**src/rtl/dir_pkg.sv**
```systemverilog
package dir_pkg;

  typedef enum logic [1:0] {
    OP_READ  = 2'd0,
    OP_WRITE = 2'd1,
    OP_WBACK = 2'd2,
    OP_RSVD  = 2'd3
  } dirOpE;

  typedef enum logic [1:0] {
    GNT_SHARED = 2'd0,
    GNT_EXCL   = 2'd1,
    GNT_WBACK  = 2'd2,
    GNT_REJECT = 2'd3
  } dirGrantE;

  typedef enum logic [1:0] {
    ST_CLEAR = 2'd0,
    ST_IDLE  = 2'd1,
    ST_LOOK  = 2'd2
  } dirStateE;

  typedef struct packed {
    logic sweep;
    logic capture;
    logic commit;
  } dirStrobeS;

endpackage

```
**src/rtl/dir_ctrl.sv**
```systemverilog
module dir_ctrl
  import dir_pkg::*;
(
  input  logic      clk,
  input  logic      rstN,
  input  logic      reqValid,
  input  logic      sweepDone,
  output logic      reqReady,
  output dirStrobeS stb
);

  dirStateE state, stateNxt;

  always_ff @(posedge clk) begin
    if (!rstN) state <= ST_CLEAR;
    else       state <= stateNxt;
  end

  always_comb begin
    stateNxt    = state;
    stb         = '0;
    reqReady    = 1'b0;
    unique case (state)
      ST_CLEAR: begin
        stb.sweep = 1'b1;
        if (sweepDone) stateNxt = ST_IDLE;
      end
      ST_IDLE: begin
        reqReady = 1'b1;
        if (reqValid) begin
          stb.capture = 1'b1;
          stateNxt    = ST_LOOK;
        end
      end
      ST_LOOK: begin
        stb.commit = 1'b1;
        stateNxt   = ST_IDLE;
      end
      default: stateNxt = ST_CLEAR;
    endcase
  end

  AST_ONE_IN_FLIGHT: assert property (@(posedge clk) disable iff (!rstN)
    (reqValid && reqReady) |=> !reqReady);

endmodule

```
**src/rtl/dir_datapath.sv**
```systemverilog
module dir_datapath
  import dir_pkg::*;
#(
  parameter int NUM_BLOCKS = 16,
  parameter int NUM_PROCS  = 8,
  parameter int GROUP      = 1
) (
  input  logic                          clk,
  input  logic                          rstN,
  input  dirStrobeS                     stb,
  input  logic [1:0]                    reqOp,
  input  logic [$clog2(NUM_BLOCKS)-1:0] reqBlock,
  input  logic [$clog2(NUM_PROCS)-1:0]  reqId,
  output logic                          sweepDone,
  output logic                          rspValid,
  output logic [1:0]                    rspGrant,
  output logic [NUM_PROCS-1:0]          rspInv,
  output logic [NUM_PROCS-1:0]          rspFetch
);

  localparam int VEC_W  = NUM_PROCS / GROUP;
  localparam int BLK_W  = $clog2(NUM_BLOCKS);
  localparam int ID_W   = $clog2(NUM_PROCS);
  localparam int ENT_W  = VEC_W + 2;
  localparam int HOME_B = VEC_W + 1;
  localparam int SHR_B  = VEC_W;
  localparam int GRP_SH = $clog2(GROUP);
  localparam logic [ENT_W-1:0] HOME_ENT = {1'b1, 1'b0, {VEC_W{1'b0}}};

  logic [ENT_W-1:0] mem [NUM_BLOCKS];
  logic [ENT_W-1:0] rdData, nxtEntry;
  logic [BLK_W-1:0] blkQ, sweepIdx;
  logic [ID_W-1:0]  idQ, grpIdx;
  dirOpE            opQ;

  logic             curHome, curShr, exclState;
  logic [VEC_W-1:0] curVec, grpHot;
  logic [NUM_PROCS-1:0] curExp, reqHot, othersExp, nxtInv, nxtFetch;
  dirGrantE         nxtGrant;

  // Entry RAM: init sweep or one read-modify-write per request
  always_ff @(posedge clk) begin
    if (stb.sweep)       mem[sweepIdx] <= HOME_ENT;
    else if (stb.commit) mem[blkQ]     <= nxtEntry;
  end

  always_ff @(posedge clk) begin
    if (stb.capture) rdData <= mem[reqBlock];
  end

  always_ff @(posedge clk) begin
    if (!rstN) begin
      blkQ     <= '0;
      idQ      <= '0;
      opQ      <= OP_READ;
      sweepIdx <= '0;
    end else begin
      if (stb.sweep) sweepIdx <= sweepIdx + 1'b1;
      if (stb.capture) begin
        blkQ <= reqBlock;
        idQ  <= reqId;
        opQ  <= dirOpE'(reqOp);
      end
    end
  end

  assign sweepDone = stb.sweep && (sweepIdx == BLK_W'(NUM_BLOCKS - 1));

  // Decode of the looked-up entry
  assign curHome   = rdData[HOME_B];
  assign curShr    = rdData[SHR_B];
  assign curVec    = rdData[VEC_W-1:0];
  assign exclState = !curHome && !curShr;
  assign grpIdx    = idQ >> GRP_SH;

  always_comb begin
    for (int g = 0; g < VEC_W; g++) grpHot[g] = (int'(grpIdx) == g);
    for (int p = 0; p < NUM_PROCS; p++) reqHot[p] = (int'(idQ) == p);
  end

  // One presence bit fans out to GROUP processors
  for (genvar p = 0; p < NUM_PROCS; p++) begin : g_expand
    assign curExp[p] = curVec[p / GROUP];
  end

  assign othersExp = curExp & ~reqHot;

  always_comb begin
    nxtEntry = rdData;
    nxtInv   = '0;
    nxtFetch = '0;
    nxtGrant = GNT_REJECT;
    unique case (opQ)
      OP_READ: begin
        nxtGrant = GNT_SHARED;
        nxtEntry = {1'b0, 1'b1, (curHome ? grpHot : (curVec | grpHot))};
        if (exclState) nxtFetch = othersExp;
      end
      OP_WRITE: begin
        nxtGrant = GNT_EXCL;
        nxtEntry = {2'b00, grpHot};
        if (!curHome)  nxtInv   = othersExp;
        if (exclState) nxtFetch = othersExp;
      end
      OP_WBACK: begin
        if (exclState && |(curVec & grpHot)) begin
          nxtGrant = GNT_WBACK;
          nxtEntry = HOME_ENT;
        end
      end
      default: ;
    endcase
  end

  always_ff @(posedge clk) begin
    if (!rstN) begin
      rspValid <= 1'b0;
      rspGrant <= GNT_SHARED;
      rspInv   <= '0;
      rspFetch <= '0;
    end else begin
      rspValid <= stb.commit;
      rspGrant <= stb.commit ? nxtGrant : GNT_SHARED;
      rspInv   <= stb.commit ? nxtInv   : '0;
      rspFetch <= stb.commit ? nxtFetch : '0;
    end
  end

  AST_RSP_PULSE: assert property (@(posedge clk) disable iff (!rstN)
    rspValid |=> !rspValid);
  AST_MASK_QUIET: assert property (@(posedge clk) disable iff (!rstN)
    !rspValid |-> (rspInv == '0 && rspFetch == '0));
  AST_NO_SELF: assert property (@(posedge clk) disable iff (!rstN)
    rspValid |-> (((rspInv | rspFetch) & reqHot) == '0));
  AST_SINGLE_OWNER: assert property (@(posedge clk) disable iff (!rstN)
    (stb.commit && exclState) |-> $onehot(curVec));
  AST_WB_QUIET: assert property (@(posedge clk) disable iff (!rstN)
    (rspValid && rspGrant == GNT_WBACK) |-> (rspInv == '0 && rspFetch == '0));

endmodule

```
**src/rtl/dir_controller.sv**
```systemverilog
module dir_controller #(
  parameter int NUM_BLOCKS = 16,
  parameter int NUM_PROCS  = 8,
  parameter int GROUP      = 1
) (
  input  logic                          clk,
  input  logic                          rstN,
  input  logic                          reqValid,
  output logic                          reqReady,
  input  logic [1:0]                    reqOp,
  input  logic [$clog2(NUM_BLOCKS)-1:0] reqBlock,
  input  logic [$clog2(NUM_PROCS)-1:0]  reqId,
  output logic                          rspValid,
  output logic [1:0]                    rspGrant,
  output logic [NUM_PROCS-1:0]          rspInv,
  output logic [NUM_PROCS-1:0]          rspFetch
);

  dir_pkg::dirStrobeS stb;
  logic sweepDone;

  dir_ctrl u_ctrl (
    .clk       (clk),
    .rstN      (rstN),
    .reqValid  (reqValid),
    .sweepDone (sweepDone),
    .reqReady  (reqReady),
    .stb       (stb)
  );

  dir_datapath #(
    .NUM_BLOCKS (NUM_BLOCKS),
    .NUM_PROCS  (NUM_PROCS),
    .GROUP      (GROUP)
  ) u_dp (
    .clk       (clk),
    .rstN      (rstN),
    .stb       (stb),
    .reqOp     (reqOp),
    .reqBlock  (reqBlock),
    .reqId     (reqId),
    .sweepDone (sweepDone),
    .rspValid  (rspValid),
    .rspGrant  (rspGrant),
    .rspInv    (rspInv),
    .rspFetch  (rspFetch)
  );

endmodule

```
**config.mk**
```make
export PLATFORM = sky130hd
export DESIGN_NAME = dir_controller
export DESIGN_NICKNAME = d
export VERILOG_FILES = /design/src/rtl/dir_pkg.sv /design/src/rtl/dir_ctrl.sv /design/src/rtl/dir_datapath.sv /design/src/rtl/dir_controller.sv
export SDC_FILE = /design/constraint.sdc
export NUM_CORES = 1
export LEC_CHECK = 0
export ABC_AREA = 1
export BUFFER_PORTS_ARGS = -buffer_cell sky130_fd_sc_hd__buf_2
export CAP_MARGIN = 30
export CORE_MARGIN = 4
export CORE_UTILIZATION = 66
export DETAILED_ROUTE_END_ITERATION = 10
export GPL_ROUTABILITY_DRIVEN = 0
export PLACE_DENSITY = 0.84
export SLEW_MARGIN = 10
export SYNTH_ARGS = -nofsm -noshare
export SYNTH_HDL_FRONTEND = slang
export SYNTH_SLANG_ARGS = --single-unit
```
**constraint.sdc**
```tcl
create_clock -name clk -period 3.65 [get_ports clk]
set_clock_uncertainty 0.05 [all_clocks]
set_input_delay 0.5475 -clock clk [delete_from_list [all_inputs] [get_ports clk]]
set_output_delay 0.5475 -clock clk [all_outputs]
set_load 0.02 [all_outputs]
```
==> results.cfg <==
[worst_hold_path]
worstHoldPathCells = 3
whs_endpoint = u_dp.opQ[0]$_SDFFE_PN0P_
timing.hold.worst.class = input port to flop
launch_point_of_the_worst_hold_path = reqOp[0]

[yosys]
synthArstFlopShare = 0
synth_edf_count = 170
synth_top_area_frac = 0.597
post_synthesis_cell_area_mm2 = 0.00855
synth.yosys.seq_area_share = 0.676
top_cell_type_by_total_area_after_synthesis = sky130_fd_sc_hd__edfxtp_1
cells_after_synth = 771
ys_warn_count = 0
synth_flop_cell = sky130_fd_sc_hd__edfxtp_1
synth.net_count = 784
yosys.cell_types.count = 28
synth_commonest_cells = sky130_fd_sc_hd__edfxtp_1, sky130_fd_sc_hd__inv_1, sky130_fd_sc_hd__nand2_1
post-synth-top-count-cell = sky130_fd_sc_hd__edfxtp_1
synth_seq_cells = 204
syn_avg_cell_area_um2 = 11.1
netlist_top_cells_area = sky130_fd_sc_hd__edfxtp_1, sky130_fd_sc_hd__dfxtp_1, sky130_fd_sc_hd__inv_1

[floorplanning]
die_width_um = 122
start_util = 0.675
design.core.area_mm2 = 0.0127
boundaryPins = 32
num_rows = 41
die_h_um = 122
overall_die_area_mm2 = 0.0148

[status]
status = finished, final reports clean

[cells_and_area]
design_area_mm2 = 0.00946
post_route_cells_drive_above_1_share = 0.114
antenna_cells = 0
finish.utilization = 0.747
areaGrowthSynthToFinish_pct = 10.6
layout.nets = 811
layoutNonFillerInstCount = 985
final.fill_count = 804

[cts]
htreeDepth = 1
cts.path.max_buffers = 3
clock_latency_ps = 500
clkTransAtPathRegs_ps = 60
cts_resized = 0
setup_fix_buffers_added_after_clock_tree_synthesis = 0
cts_buffers = 22
buffer_cell_driving_the_clock_tree_root = sky130_fd_sc_hd__clkbuf_16
cts-hold-fix-buffers = 0
tritoncts = done
tritoncts_num_sinks = 204

[power]
power.ir.vdd_worst_mv = 0.436
netSwitchingFraction = 0.211
power_switching_mw = 1.03
power.share.combinational = 0.047
p_seq_frac = 0.523
p_leak_nw = 3.87
power.clock.fraction = 0.430
powerDensity_mw_per_mm2 = 514
p_int_mw = 3.83

[global_routing]
grt_pass1_vias = 5587
grt_max_degree = 70
groute.usage.overall = 0.265
grt_overflow_total = 0
antenna_found_initial = 0
grt_first_pass_wirelength_um = 30000

[routing]
initialDrtViolationCount = 1012
route.antenna.remaining_nets = 0
drt-wirelength-per-cell_um = 19.7
routed_wirelength_um = 19400
drc = 0
drt_first_pass_iters = 6
dr_total_vias = 5984
vias_per_cell = 6.08

[worst_setup_path]
startpoint_type = flop
ff2ff_setup_slack_ps = 1270
crit_path_cell_trace = inv_2 > nand2_4 > o21ai_2 > inv_1 > nor2_1 > nand2_1 > nor2_1
max_stage_delay_ps = 720
timing.critical_path.arrival_ps = 2460
critPathMostFrequentCell = sky130_fd_sc_hd__nor2_1
critPathBufInv = 2
timing_worst_setup_path_type = flop to flop
worstReg2RegStart = u_ctrl.state[0]$_SDFFE_PN0P_
worstPathRequired_ps = 3730
end_kind = flop
critPathTopFamily = simple AND/OR/NAND/NOR gates
worstRegToRegCells = 7
cpMaxStageDelayCell = sky130_fd_sc_hd__nor2_1
setup.worst_path.start = u_ctrl.state[0]$_SDFFE_PN0P_
worstPathMaxFanout = 19
rr_endpoint = u_dp.mem[5][5]$_DFFE_PP_

[timing]
hold_violation_count_in_the_final_report = 0
finalCriticalPeriod_ps = 2380
final_max_slew_viol_count = 0
timing_worst_slew_pin_value_ps = 994
layout_worst_path_cycle_share = 0.653
hold_ws_ps = 302
maxClockFrequency_mhz = 419
slew_headroom = 0.335
report.final.setup_viol = 0
rsz_0062_raised_after_global_routing = false
setup_total_negative_slack_ps = 0

[flow_run]
max-cap-violations = 0

[place]
io_buffer_count = 31
placed_cells = 938
dp_hpwl_um = 11800
detailed_place.area_mm2 = 0.00872
worst register-to-register path, cell delays in order (launching register included):
cell,delay (ps)
sky130_fd_sc_hd__dfxtp_1,320
sky130_fd_sc_hd__inv_2,160
sky130_fd_sc_hd__nand2_4,200
sky130_fd_sc_hd__o21ai_2,220
sky130_fd_sc_hd__inv_1,100
sky130_fd_sc_hd__nor2_1,120
sky130_fd_sc_hd__nand2_1,120
sky130_fd_sc_hd__nor2_1,720
worst max path at each step:
stage / endpoint / slack (ps) / depth (start not counted)
after floorplan: u_dp.mem[0][8]$_DFFE_PP_ / 1860 / 4
after global placement: u_dp.rdData[2]$_DFFE_PP_ / 1350 / 7
after detailed placement: u_dp.mem[1][2]$_DFFE_PP_ / 1310 / 7
after CTS: u_dp.mem[1][4]$_DFFE_PP_ / 1260 / 7
after global routing: u_dp.mem[5][5]$_DFFE_PP_ / 1130 / 7
final: u_dp.mem[5][5]$_DFFE_PP_ / 1270 / 7
layout by cell type (no fill, tap or decap), types with 2 or more instances in the layout:
master                      count
sky130_fd_sc_hd__edfxtp_1     170
sky130_fd_sc_hd__inv_1        117
sky130_fd_sc_hd__nand2_1      102
sky130_fd_sc_hd__nand3_1       69
sky130_fd_sc_hd__a21oi_1       58
sky130_fd_sc_hd__o21ai_0       48
sky130_fd_sc_hd__o211ai_1      40
sky130_fd_sc_hd__dfxtp_1       34
sky130_fd_sc_hd__nor2_1        33
sky130_fd_sc_hd__buf_2         30
sky130_fd_sc_hd__nor3_1        26
sky130_fd_sc_hd__clkbuf_16     23
sky130_fd_sc_hd__buf_4         11
sky130_fd_sc_hd__nand4_1        7
sky130_fd_sc_hd__inv_2          5
sky130_fd_sc_hd__clkinv_1       5
sky130_fd_sc_hd__o21ai_1        4
sky130_fd_sc_hd__nor3_2         4
sky130_fd_sc_hd__clkbuf_1       4
sky130_fd_sc_hd__clkbuf_8       4
sky130_fd_sc_hd__o21ai_2        3
sky130_fd_sc_hd__nor2_2         2
sky130_fd_sc_hd__nor2_4         2
sky130_fd_sc_hd__nand3_2        2
sky130_fd_sc_hd__buf_12         2
cells by family after synthesis:
family                   share of synthesized area
buffers and inverters                       0.0844
adder cells (fa/ha/maj)                    0.00146
flip-flops                                   0.676
AND/OR/NAND/NOR                              0.135
AO/OA/AOI/OAI                                0.103
state kept, by name, indices dropped and copies added (netlist names):
| name | count |
|---|---|
| u_dp.sweepIdx | 4 |
| u_dp.opQ | 2 |
| u_ctrl.state | 2 |
| u_dp.rspInv | 8 |
| u_dp.grpIdx | 3 |
| u_dp.rspValid | 1 |
| u_dp.rspFetch | 8 |
| u_dp.rdData | 10 |
| u_dp.rspGrant | 2 |
| u_dp.blkQ | 4 |
| u_dp.mem | 160 |
cell type report:
class                           instances  area (µm²)  area share
Sequential cell                       204        5790       0.611
Multi-Input combinational cell        405        2050       0.216
Clock buffer                           32         651      0.0687
Inverter                              122         458      0.0484
Timing Repair Buffer                   43         273      0.0288
Tap cell                              172         215      0.0227
Clock inverter                          7        35.0     0.00370
layer usage:
metal / track usage / wire length [µm] / vias to the layer above
met5: 0 / 0 / -
met4: 0.118 / 803 / 0
met3: 0.0478 / 1980 / 77
met2: 0.425 / 9270 / 421
met1: 0.359 / 7390 / 2765
li1: - / - / 2721
per-stage QoR:
stage | setup WS [ps] | total power [mW]
after CTS | 1260 | 4.86
after floorplan | 1860 | 2.75
final | 1270 | 4.86
after global placement | 1350 | 2.79
after global routing | 1130 | 4.98
after detailed placement | 1310 | 2.81
power groups by stage:
stage / logic [mW] / clock network, mW / registers, mW
after floorplan: 0.162 / 0 / 2.59
after global placement: 0.204 / 0 / 2.59
after detailed placement: 0.213 / 0 / 2.59
after CTS: 0.216 / 2.10 / 2.54
after global routing: 0.246 / 2.19 / 2.55
final: 0.227 / 2.09 / 2.54
No activity file was read; power rests on OpenSTA's default activity.
